===== src/rtl/i2c_arx_pkg.sv =====
package i2c_arx_pkg;
  localparam int ADDR_BITS = 7;
  localparam int BYTE_BITS = ADDR_BITS + 1;

  typedef enum logic [1:0] {
    MK_NONE   = 2'd0,
    MK_OWN_WR = 2'd1,
    MK_OWN_RD = 2'd2,
    MK_GCALL  = 2'd3
  } match_kind_t;

  // General call: all address bits zero and direction bit zero
  function automatic logic is_gcall(input logic [BYTE_BITS-1:0] b);
    return b == '0;
  endfunction

  function automatic logic is_own(input logic [BYTE_BITS-1:0] b,
                                  input logic [ADDR_BITS-1:0] own);
    return b[BYTE_BITS-1:1] == own;
  endfunction

  // The general call takes priority over a match of the own address
  function automatic match_kind_t classify(input logic [BYTE_BITS-1:0] b,
                                           input logic [ADDR_BITS-1:0] own);
    if (is_gcall(b))     return MK_GCALL;
    if (is_own(b, own))  return b[0] ? MK_OWN_RD : MK_OWN_WR;
    return MK_NONE;
  endfunction
endpackage


===== src/rtl/i2c_line_sync.sv =====
module i2c_line_sync #(
  parameter int SYNC_STAGES = 2
) (
  input  logic clk,
  input  logic rst_n,
  input  logic scl_in,
  input  logic sda_in,
  output logic scl_s,
  output logic sda_s,
  output logic scl_rise,
  output logic scl_fall,
  output logic start_ev,
  output logic stop_ev
);
  logic [SYNC_STAGES-1:0] scl_pipe, sda_pipe;
  logic scl_q, sda_q;

  always_ff @(posedge clk or negedge rst_n) begin
    if (!rst_n) begin
      scl_pipe <= '1;
      sda_pipe <= '1;
      scl_q    <= 1'b1;
      sda_q    <= 1'b1;
    end else begin
      scl_pipe <= {scl_pipe[SYNC_STAGES-2:0], scl_in};
      sda_pipe <= {sda_pipe[SYNC_STAGES-2:0], sda_in};
      scl_q    <= scl_pipe[SYNC_STAGES-1];
      sda_q    <= sda_pipe[SYNC_STAGES-1];
    end
  end

  assign scl_s    = scl_pipe[SYNC_STAGES-1];
  assign sda_s    = sda_pipe[SYNC_STAGES-1];
  assign scl_rise = scl_s & ~scl_q;
  assign scl_fall = ~scl_s & scl_q;
  // An SDA edge while SCL stays high is a bus condition
  assign start_ev = scl_s & scl_q & sda_q & ~sda_s;
  assign stop_ev  = scl_s & scl_q & ~sda_q & sda_s;
endmodule


===== src/rtl/i2c_addr_shift.sv =====
module i2c_addr_shift
  import i2c_arx_pkg::*;
#(
  parameter int CNT_W = $clog2(BYTE_BITS + 1)
) (
  input  logic                 clk,
  input  logic                 rst_n,
  input  logic                 start_ev,
  input  logic                 stop_ev,
  input  logic                 scl_rise,
  input  logic                 sda_s,
  output logic                 byte_done,
  output logic [BYTE_BITS-1:0] byte_val
);
  localparam logic [CNT_W-1:0] LAST_BIT = CNT_W'(BYTE_BITS - 1);

  logic [BYTE_BITS-2:0] shreg;
  logic [CNT_W-1:0]     bit_cnt;
  logic                 armed;

  always_ff @(posedge clk or negedge rst_n) begin
    if (!rst_n) begin
      shreg   <= '0;
      bit_cnt <= '0;
      armed   <= 1'b0;
    end else if (start_ev) begin
      shreg   <= '0;
      bit_cnt <= '0;
      armed   <= 1'b1;
    end else if (stop_ev) begin
      shreg   <= '0;
      bit_cnt <= '0;
      armed   <= 1'b0;
    end else if (armed && scl_rise) begin
      shreg <= {shreg[BYTE_BITS-3:0], sda_s};
      if (bit_cnt == LAST_BIT) begin
        bit_cnt <= '0;
        armed   <= 1'b0;
      end else begin
        bit_cnt <= bit_cnt + 1'b1;
      end
    end
  end

  assign byte_done = armed && scl_rise && (bit_cnt == LAST_BIT);
  assign byte_val  = {shreg, sda_s};


  // discard_chk
  discard_chk: assert property (@(posedge clk) disable iff (!rst_n)
    (start_ev || stop_ev) |=> (bit_cnt == '0));
endmodule


===== src/rtl/i2c_addr_recognizer.sv =====
module i2c_addr_recognizer
  import i2c_arx_pkg::*;
#(
  parameter int SYNC_STAGES = 2
) (
  input  logic                 clk,
  input  logic                 rst_n,
  input  logic                 scl_in,
  input  logic                 sda_in,
  input  logic [ADDR_BITS-1:0] own_addr,
  input  logic                 ack_en,
  input  logic                 mst_own,
  input  logic                 irq_clr,
  output logic                 sda_pull,
  output logic                 irq,
  output logic [1:0]           match_kind,
  output logic                 bus_busy
);
  typedef enum logic [1:0] {ST_IDLE, ST_WAIT_FALL, ST_ACK} ack_state_t;

  logic scl_s, sda_s, scl_rise, scl_fall, start_ev, stop_ev;
  logic byte_done;
  logic [BYTE_BITS-1:0] byte_val;
  match_kind_t byte_kind, pend_kind;
  logic        take_byte;
  ack_state_t  state;

  i2c_line_sync #(.SYNC_STAGES(SYNC_STAGES)) u_sync (
    .clk(clk), .rst_n(rst_n), .scl_in(scl_in), .sda_in(sda_in),
    .scl_s(scl_s), .sda_s(sda_s), .scl_rise(scl_rise), .scl_fall(scl_fall),
    .start_ev(start_ev), .stop_ev(stop_ev)
  );

  i2c_addr_shift u_shift (
    .clk(clk), .rst_n(rst_n), .start_ev(start_ev), .stop_ev(stop_ev),
    .scl_rise(scl_rise), .sda_s(sda_s),
    .byte_done(byte_done), .byte_val(byte_val)
  );

  assign byte_kind = classify(byte_val, own_addr);
  // The byte is taken only if enabled, matched and the local master has given it up
  assign take_byte = ack_en && !mst_own && (byte_kind != MK_NONE);

  always_ff @(posedge clk or negedge rst_n) begin
    if (!rst_n) begin
      state     <= ST_IDLE;
      pend_kind <= MK_NONE;
      sda_pull  <= 1'b0;
    end else if (start_ev || stop_ev) begin
      state     <= ST_IDLE;
      pend_kind <= MK_NONE;
      sda_pull  <= 1'b0;
    end else begin
      case (state)
        ST_IDLE: if (byte_done && take_byte) begin
          state     <= ST_WAIT_FALL;
          pend_kind <= byte_kind;
        end
        ST_WAIT_FALL: if (scl_fall) begin
          state    <= ST_ACK;
          sda_pull <= 1'b1;
        end
        ST_ACK: if (scl_fall) begin
          state     <= ST_IDLE;
          sda_pull  <= 1'b0;
          pend_kind <= MK_NONE;
        end
        default: state <= ST_IDLE;
      endcase
    end
  end

  logic ack_begin;
  assign ack_begin = (state == ST_WAIT_FALL) && scl_fall && !start_ev && !stop_ev;

  always_ff @(posedge clk or negedge rst_n) begin
    if (!rst_n) begin
      irq        <= 1'b0;
      match_kind <= MK_NONE;
    end else if (ack_begin) begin
      irq        <= 1'b1;
      match_kind <= pend_kind;
    end else if (irq_clr) begin
      irq        <= 1'b0;
      match_kind <= MK_NONE;
    end
  end

  always_ff @(posedge clk or negedge rst_n) begin
    if (!rst_n)        bus_busy <= 1'b0;
    else if (start_ev) bus_busy <= 1'b1;
    else if (stop_ev)  bus_busy <= 1'b0;
  end


  // busy_set_chk
  busy_set_chk: assert property (@(posedge clk) disable iff (!rst_n)
    start_ev |=> bus_busy);

  // busy_clr_chk
  busy_clr_chk: assert property (@(posedge clk) disable iff (!rst_n)
    stop_ev |=> !bus_busy);

  // irq_kind_chk
  irq_kind_chk: assert property (@(posedge clk) disable iff (!rst_n)
    (irq == (match_kind != 2'd0)));

  // pull_on_fall_chk
  pull_on_fall_chk: assert property (@(posedge clk) disable iff (!rst_n)
    $rose(sda_pull) |-> $past(scl_fall));

  // pull_needs_en_chk
  pull_needs_en_chk: assert property (@(posedge clk) disable iff (!rst_n)
    (byte_done && !ack_en && state == ST_IDLE) |=> (state == ST_IDLE));
endmodule


===== config.mk =====
export PLATFORM = sky130hd
export DESIGN_NAME = i2c_addr_recognizer
export DESIGN_NICKNAME = d
export VERILOG_FILES = /design/src/rtl/i2c_arx_pkg.sv /design/src/rtl/i2c_line_sync.sv /design/src/rtl/i2c_addr_shift.sv /design/src/rtl/i2c_addr_recognizer.sv
export SDC_FILE = /design/constraint.sdc
export NUM_CORES = 1
export LEC_CHECK = 0
export ABC_AREA = 0
export BUFFER_PORTS_ARGS = -buffer_cell sky130_fd_sc_hd__buf_2
export CORE_MARGIN = 3
export CORE_UTILIZATION = 40
export CTS_CLUSTER_SIZE = 24
export DETAILED_ROUTE_END_ITERATION = 8
export PLACE_DENSITY = 0.59
export RECOVER_POWER = 50
export SKIP_CTS_REPAIR_TIMING = 1
export SYNTH_ARGS = -nofsm -noshare
export SYNTH_HDL_FRONTEND = slang
export SYNTH_HIERARCHICAL = 1
export SYNTH_SLANG_ARGS = --single-unit

===== constraint.sdc =====
create_clock -name clk -period 4.7 [get_ports clk]
set_clock_uncertainty 0.2 [all_clocks]
set_input_delay 0.235 -clock clk [delete_from_list [all_inputs] [get_ports clk]]
set_output_delay 0.235 -clock clk [all_outputs]
set_load 0.02 [all_outputs]

# After elaboration in Yosys (flattened, before gate mapping)
# Cells that the tools add are included.
[word_totals] in_bits=14 regBits=27
[classes] bitwise_logic=11 eq_ne=7 n_addsub=1 mux=37 reduce_logical=25
[ops] cell="2-to-1 mux 2 bit" count=13
[ops] cell="2-to-1 mux 7 bit" count=3
[ops] cell="2-to-1 mux 4 bit" count=4
[ops] cell="2-to-1 mux 1 bit" count=14
[ops] cell="nonzero test 3 bit" count=4
[ops] cell="!= test 3 bit (second input constant)" count=3
[ops] cell="AND reduction 3 bit" count=3
[ops] cell="logical AND 1 bit" count=8
[ops] cell="logical NOT 8 bit" count=1
[ops] cell="bitwise AND 1 bit" count=7
[ops] cell="equality test 7 bit" count=1
[ops] cell="case mux 2 bit (3 select lines)" count=1
[ops] cell="nonzero test 2 bit" count=3
[ops] cell="adder 4 x 1 -> 4 bit (second input constant)" count=1
[ops] cell="equality test 4 x 3 -> 1 bit (second input constant)" count=1
[ops] cell="inverter 1 bit" count=4
[ops] cell="case mux 2 bit (2 select lines)" count=1
[ops] cell="logical NOT 1 bit" count=3
[ops] cell="equality test 2 x 1 -> 1 bit (second input constant)" count=1
[ops] cell="equality test 2 bit (second input constant)" count=1
[ops] cell="logical NOT 2 bit" count=1
[ops] cell="case mux 1 bit (2 select lines)" count=1
[ops] cell="AND reduction 2 bit" count=1
[ops] cell="logical OR 1 bit" count=1

# Longest topological paths before layout
# Gate-level depths: netlist (run 1).
[logic_depth] word_depth=11 depth_mapped=8 depth_no_buf=8

# Modules after synthesis
# Netlist (run 1), hierarchy kept.
[by_module_without_submodules] module="i2c_addr_shift" area_each_um2=533.0 seq_area_each_um2=300.3 cells_each=59 n_inst=1
[by_module_without_submodules] module="i2c_addr_recognizer" area_each_um2=523.0 seq_area_each_um2=225.2 cells_each=56 n_inst=1
[by_module_without_submodules] module="i2c_line_sync" area_each_um2=190.2 seq_area_each_um2=157.7 cells_each=10 n_inst=1

# Least setup slack after synthesis (run 1)
# OpenSTA, ideal clock, no wires.
[synth_timing] kind="reg2reg" startpoint="register u_sync.scl_pipe[1]" endpoint="register pend_kind[0]" setup_slack_ps=2630 t_required_ps=4378 arrival_ps=1748 synth_period_minus_slack_ps=2070 path_stages_with_launch=9 path_cell_list="dfstp_2 -> nor2b_1 -> nand2_1 -> nor3_1 -> nand2_1 -> o31a_1 -> nor2_1 -> o32ai_1 -> o2bb2ai_1"
[synth_via] elab_chain_cells=6 elab_cells_between_ends=17 classes_between="eq/ne: 2; mux: 1; bitwise: 8; reduce/logical: 6"
[synth_rtl] element="from (decl)" line_no="i2c_line_sync.sv:15" source="logic [SYNC_STAGES-1:0] scl_pipe, sda_pipe;"
[synth_rtl] element="from (signal assigned)" line_no="i2c_line_sync.sv:25" source="scl_pipe <= {scl_pipe[SYNC_STAGES-2:0], scl_in};"
[synth_rtl] element="bitwise AND 1 bit" line_no="i2c_line_sync.sv:34" source="assign scl_rise = scl_s & ~scl_q;"
[synth_rtl] element="net scl_rise" line_no="i2c_addr_recognizer.sv:21" source="logic scl_s, sda_s, scl_rise, scl_fall, start_ev, stop_ev;"
[synth_rtl] element="logical AND 1 bit (2 in a row)" line_no="i2c_addr_shift.sv:45" source="assign byte_done = armed && scl_rise && (bit_cnt == LAST_BIT);"
[synth_rtl] element="net byte_done" line_no="i2c_addr_recognizer.sv:22" source="logic byte_done;"
[synth_rtl] element="logical AND 1 bit" line_no="i2c_addr_recognizer.sv:55" source="ST_IDLE: if (byte_done && take_byte) begin"
[synth_rtl] element="!= test 3 bit (no line)"
[synth_rtl] element="AND reduction 3 bit (no line)"
[synth_rtl] element="to (signal assigned)" line_no="i2c_addr_recognizer.sv:57" source="pend_kind <= byte_kind;"
[synth_rtl] element="to (decl)" line_no="i2c_addr_recognizer.sv:24" source="match_kind_t byte_kind, pend_kind;"
# The timed path passes the listed nets, and every way through them passes these cells.
# A chain may end at the register's enable or synchronous reset.

# Worst setup path after layout (run 1)
# Ends and elaborated chain as after synthesis.

==> flow_summary.json, run 1 <==
{
  "worstMarginPinSlew_ns": 1.38,
  "cp.arrival_ns": 2.42,
  "setup_viol": 0,
  "drc": 0,
  "worstPathRequired_ns": 4.73,
  "grt_pass1_wl_um": 3840,
  "max-cap-violations": 0,
  "grt_pass1_vias": 923,
  "cts_sinks": 27,
  "critPathTopFamily": "simple AND/OR/NAND/NOR gates",
  "power_frac_seq_pct": 59.8,
  "timing.rr.end": "pend_kind[0]$_DFFE_PN0P_",
  "antenna_left": 0,
  "power_frac_clock_pct": 21.4,
  "drt_first_pass_iters": 4,
  "synth_compound_gate_area_share_pct": 14.6,
  "clk_latency_ns": 0.32,
  "critPathLaunch": "u_sync/scl_pipe[1]$_DFF_PN1_",
  "outcome": "finished, final reports clean",
  "syn_area_per_cell_um2": 9.97,
  "critPathKind": "reg2reg",
  "drt-initial-drc-count": 24,
  "syn_nets": 140,
  "r2r_slack_ns": 2.30,
  "synth_seq_cells": 27,
  "dpl.hpwl_um": 1760,
  "p_switching_mw": 0.134,
  "core-area_um2": 2850,
  "synth_fa_ha_area_share_pct": 1.00,
  "final_cells": 179,
  "synth.distinct_cells": 33,
  "layout.nets": 164,
  "synth_edf_count": 0,
  "n_antenna_cell": 0,
  "grt_use_total_pct": 13.8,
  "syn_inst": 125,
  "ys.warnings.count": 6,
  "grt_overflow_total": 0,
  "pre_cts_slack_ns": 2.35,
  "synth_area_um2": 1250,
  "post-route-period-util_pct": 51.0,
  "min_period_ns": 2.40,
  "place_inst": 171,
  "vias": 965,
  "antenna_found_initial": 0,
  "fmax_ghz": 0.417,
  "power_leakage_nw": 0.644,
  "wl_um": 2340,
  "r2r_start": "u_sync/scl_pipe[1]$_DFF_PN1_",
  "hold_viol": 0,
  "maxSlewViolCount": 0,
  "cp_cell_sequence": "nor2b_1, nand2_1, nor3_1, nand2_1, o31a_1, nor2_1, o32ai_1, o2bb2ai_1",
  "vias_per_cell": 5.39,
  "min_from": "mst_own",
  "synth_simple_gate_area_share_pct": 21.5,
  "startpoint_type": "register",
  "relSlewSlack_pct": 7.98,
  "gp_congestion": 0.771,
  "crit_path_end_kind": "register",
  "ys_seq_area_share_pct": 54.8,
  "synth_xor_area_share_pct": 5.62,
  "slowest_delay_ns": 0.59,
  "cpMostUsedCell": "nand2_1",
  "synth_top_family_by_area": "simple AND/OR/NAND/NOR gates",
  "fillers": 278,
  "power.density_nw_per_um2": 322,
  "synthArstFlopShare_pct": 100,
  "reg2reg_depth": 8,
  "power_mw": 0.460,
  "synth_mux_area_share_pct": 0,
  "initial_utilization_pct": 43.7,
  "die_h_um": 61.8,
  "swShare_pct": 29.0,
  "synth_flop_cell": "dfrtp_1",
  "hold_ws_ns": 0.0701,
  "path_clk_slew_ns": 0.14,
  "cts_buffers": 3,
  "syn_to_final_growth_pct": 14.6,
  "drive_gt1_share_pct": 18.2,
  "portBuffers": 18,
  "hold_path_end": "state[0]$_DFFE_PN0P_",
  "clock_tree.buffer_depth": 2,
  "hold_path.class": "in2reg",
  "dieArea_um2": 3820,
  "die_width_um": 61.8,
  "worst_path_max_delay_cell": "dfstp_1",
  "avgRoutedWirePerCell_um": 13.1,
  "final.setup.tns_ns": 0,
  "cts-root-buf": "clkbuf_4",
  "rsz0062_at_grt": "no",
  "htree_num_levels": 1,
  "setup_ws_ns": 2.30,
  "num_rows": 19,
  "io-pin-count": 19,
  "min_path_cells": 4,
  "pwr-share-comb_pct": 18.8,
  "cts_tree": "done",
  "p_int_mw": 0.326,
  "ys_top_cells_by_area": "dfrtp_1 42%, dfstp_2 13%, nand2_1 7.5%, a21oi_1 6.0%, xnor2_1 3.5%",
  "ir_drop_uv": 143,
  "synth_top_area_share_pct": 42.2,
  "worst-path-buf-inv": 0,
  "grt_max_degree": 28,
  "cp_max_fo": 10,
  "yosysTopAreaCell": "dfrtp_1"
}
==> flip-flops by register name, summed over array words and instances, names as in the netlist <==
register,count
irq,1
u_shift/bit_cnt,4
match_kind,2
sda_pull,1
u_shift/shreg,7
u_sync/sda_q,1
u_sync/scl_pipe,2
u_sync/sda_pipe,2
pend_kind,2
state,2
u_sync/scl_q,1
u_shift/armed,1
bus_busy,1
==> routing by layer <==
layer  wire length [um]  vias up  share of wire, %  GRT usage [%]
li1                   -      480                 -              -
met1               1070      458                46           16.7
met2               1110       21                48           23.3
met3                 91        6               3.9           1.86
met4                 64        0               2.7           8.48
met5                  0        -                 0              0
==> final cells by class <==
| cell class | instances | area (um2) | share of cell area (%) |
|---|---|---|---|
| Sequential cell | 27 | 683 | 47.9 |
| Clock inverter | 1 | 7.51 | 0.526 |
| Multi-Input combinational cell | 91 | 532 | 37.2 |
| Tap cell | 31 | 38.8 | 2.72 |
| Timing Repair Buffer | 22 | 129 | 9.03 |
| Clock buffer | 3 | 22.5 | 1.58 |
| Inverter | 4 | 15.0 | 1.05 |
==> worst register-to-register path: cells and delay by family, from the launching register on <==
family             cells  cell delay [ns]
AOI/OAI and AO/OA      3             0.50
and+or+nand+nor        5             1.01
DFF                    1             0.59
==> how the worst max path moves through the flow <==
stage | depth (start not counted) | endpoint
floorplan | 8 | pend_kind[0]$_DFFE_PN0P_
global placement | 8 | pend_kind[1]$_DFFE_PN0P_
detailed placement | 8 | pend_kind[0]$_DFFE_PN0P_
CTS | 8 | pend_kind[0]$_DFFE_PN0P_
global route | 8 | pend_kind[0]$_DFFE_PN0P_
finish | 8 | pend_kind[0]$_DFFE_PN0P_
==> power groups by stage <==
stage | logic [mW] | registers, mW | clock network, mW
floorplan | 0.0538 | 0.283 | 0
global placement | 0.0843 | 0.280 | 0
detailed placement | 0.0858 | 0.280 | 0
CTS | 0.0858 | 0.276 | 0.106
global route | 0.0975 | 0.280 | 0.117
finish | 0.0863 | 0.275 | 0.0985
==> synth_stat cells, types with 2 or more instances <==
master	instances
dfrtp_1	21
nand2b_1	4
nor4_1	2
o2bb2ai_1	2
nand2_1	25
nor3_1	4
dfstp_2	6
o21ai_0	3
nor2b_1	3
nand4_1	2
xnor2_1	5
xor2_1	3
a21oi_1	15
and4b_1	2
nor2_1	7
inv_1	4
==> stage by stage <==
stage / util [%] / area (um2)
floorplan: - / 1250
global placement: 47.6 / 1360
detailed placement: 47.6 / 1360
CTS: 48.7 / 1390
global route: 50.0 / 1430
finish: 50.0 / 1430
==> cell families (layout without fill, tap and decap cells) <==
group                      after synthesis  in the layout
buffers and inverters                    7             30
adders and majority gates                1              1
and+or+nand+nor                         55             55
AOI/OAI and AO/OA                       27             27
DFF                                     27             27
xor gates and xnor gates                 8              8
==> cell usage in the layout, fill, tap and decap left out, drive strengths merged, types with 2 or more instances in the layout <==
master / instances
nor4: 2
nand2: 25
dlygate4sd3: 4
a21oi: 15
clkbuf: 4
nand4: 2
nand2b: 4
dfstp: 6
xor2: 3
o2bb2ai: 2
dfrtp: 21
nor2b: 3
buf: 17
xnor2: 5
nor2: 7
and4b: 2
o21ai: 3
nor3: 4
inv: 4
Power figures use the tool's default switching activity.
==> run 2, diff against run 1 <==
--- a/config.mk
+++ b/config.mk
@@ -11,7 +11,7 @@
 export CORE_UTILIZATION = 40
 export CTS_CLUSTER_SIZE = 24
 export DETAILED_ROUTE_END_ITERATION = 8
-export PLACE_DENSITY = 0.59
+export PLACE_DENSITY = 0.61
 export RECOVER_POWER = 50
 export SKIP_CTS_REPAIR_TIMING = 1
 export SYNTH_ARGS = -nofsm -noshare
==> constraint.sdc (replaced) <==
create_clock -name clk -period 2.2 [get_ports clk]
set_clock_uncertainty 0.2 [all_clocks]
set_input_delay 0.11 -clock clk [delete_from_list [all_inputs] [get_ports clk]]
set_output_delay 0.11 -clock clk [all_outputs]
set_load 0.02 [all_outputs]
==> flow_summary.json, run 2 (synthesis gave the netlist of run 1 again) <==
{
  "outcome": "finished, final reports clean",
  "wl_um": 2390,
  "clock_tree.buffer_depth": 2,
  "final_common_cell": "nand2_1",
  "hold_path.class": "in2reg",
  "cts-root-buf": "clkbuf_4",
  "portBuffers": 18,
  "final_cell_mix": "25 x nand2_1, 21 x dfrtp_1, 17 x buf_2, 15 x a21oi_1, 7 x nor2_1",
  "core-area_um2": 2850,
  "final.setup.tns_ns": 0,
  "hold_viol": 0,
  "post-route-period-util_pct": 92.5,
  "grt_pass1_vias": 922,
  "grtUsageMet3_pct": 4.34,
  "maxSlewViolCount": 0,
  "min_path_cells": 5,
  "vias": 955,
  "drive_gt1_share_pct": 19.7,
  "hold_path_end": "pend_kind[1]$_DFFE_PN0P_",
  "initial_utilization_pct": 43.7,
  "n_antenna_cell": 0,
  "power_leakage_nw": 0.664,
  "layout.nets": 168,
  "vias_per_cell": 5.22,
  "antenna_left": 0,
  "gp_congestion": 0.844,
  "fillers": 273,
  "drt-initial-drc-count": 46,
  "crit_path_end_kind": "register",
  "final_cells": 183,
  "power_mw": 0.986,
  "grt_max_degree": 28,
  "avgRoutedWirePerCell_um": 13.0,
  "path_clk_slew_ns": 0.14,
  "power.density_nw_per_um2": 677,
  "pre_cts_slack_ns": 0.236,
  "reg_top3": "u_shift/shreg x7, u_shift/bit_cnt x4",
  "use_met2_pct": 23.8,
  "cts_tree": "done",
  "io-pin-count": 19,
  "setup_ws_ns": 0.164,
  "critPathKind": "reg2reg",
  "cp_max_fo": 7,
  "worstPathRequired_ns": 2.21,
  "fin_util_pct": 51.1,
  "top_register": "u_shift/shreg",
  "fmax_ghz": 0.491,
  "grt.met1_usage_pct": 18.8,
  "dpl.hpwl_um": 1680,
  "min_from": "ack_en",
  "r2r_slack_ns": 0.16,
  "timing.rr.end": "match_kind[1]$_DFFE_PN0P_",
  "syn_to_final_growth_pct": 16.9,
  "clk_latency_ns": 0.32,
  "largest_reg_flops": 7,
  "critPathLaunch": "u_sync/sda_pipe[1]$_DFF_PN1_",
  "dieArea_um2": 3820,
  "r2r_start": "u_sync/sda_pipe[1]$_DFF_PN1_",
  "drt_first_pass_iters": 5,
  "max-cap-violations": 0,
  "grt_pass1_wl_um": 4050,
  "ir_drop_uv": 432,
  "drc": 0,
  "cts_sinks": 27,
  "startpoint_type": "register",
  "setup_viol": 0,
  "relSlewSlack_pct": 3.97,
  "die_h_um": 61.8,
  "cp.arrival_ns": 2.05,
  "cts_buffers": 3,
  "die_width_um": 61.8,
  "worstMarginPinSlew_ns": 1.44,
  "num_rows": 19,
  "rsz0062_at_grt": "no",
  "min_period_ns": 2.04,
  "grt.busiest_layer": "met2",
  "reg2reg_depth": 4,
  "grt_use_total_pct": 14.5,
  "grt_overflow_total": 0,
  "htree_num_levels": 1,
  "place_inst": 174,
  "antenna_found_initial": 0
}
## run 2: cell types whose count changed in the layout (fill, tap and decap cells not counted)
cell	change
buf_4	+3
clkbuf_1	+1
clkinvlp_4	-1
dfstp_1	-1
dfstp_2	+1
dlygate4sd3_1	+1
## run 2: cell type report
| type | instances | area (um2) | share of cell area, % |
|---|---|---|---|
| Clock buffer | 4 | 26.3 | 1.80 |
| Multi-Input combinational cell | 91 | 532 | 36.5 |
| Inverter | 4 | 15.0 | 1.03 |
| Timing Repair Buffer | 26 | 161 | 11.1 |
| Tap cell | 31 | 38.8 | 2.66 |
| Sequential cell | 27 | 683 | 46.9 |
## run 2: how the worst max path moves through the flow
stage,to,cells past startpoint
finish,match_kind[1]$_DFFE_PN0P_,4
global route,pend_kind[1]$_DFFE_PN0P_,8
CTS,pend_kind[1]$_DFFE_PN0P_,8
detailed placement,pend_kind[1]$_DFFE_PN0P_,8
global placement,pend_kind[1]$_DFFE_PN0P_,8
floorplan,pend_kind[0]$_DFFE_PN0P_,8
## run 2: report_power, final
part           total (mW)  internal (mW)  switching (mW)  leakage, nW
combinational       0.192         0.0865           0.105        0.304
sequential          0.590          0.546          0.0436        0.345
clock               0.204         0.0708           0.133       0.0150
## run 2: metrics by stage
| stage | hold WS, ns | instance area (um2) |
|---|---|---|
| 2_1_floorplan | -0.386 | 1250 |
| 3_3_place_gp | -0.0538 | 1380 |
| 3_5_place_dp | -0.0453 | 1380 |
| 4_1_cts | -0.416 | 1410 |
| 5_1_grt | 0.0123 | 1460 |
| 6_report | 0.00917 | 1460 |
## run 2: routing by layer
metal  up-vias  routed length, um
li1        486                  -
met3         2                 99
met2        20               1100
met5         -                  0
met1       447               1170
met4         0                 20
## run 2: critical path, cell delays in order (launching register included)
cell	delay [ns]
dfstp_1	0.71
and4b_1	0.25
or3_1	0.42
nor2_1	0.23
o21ai_0	0.12
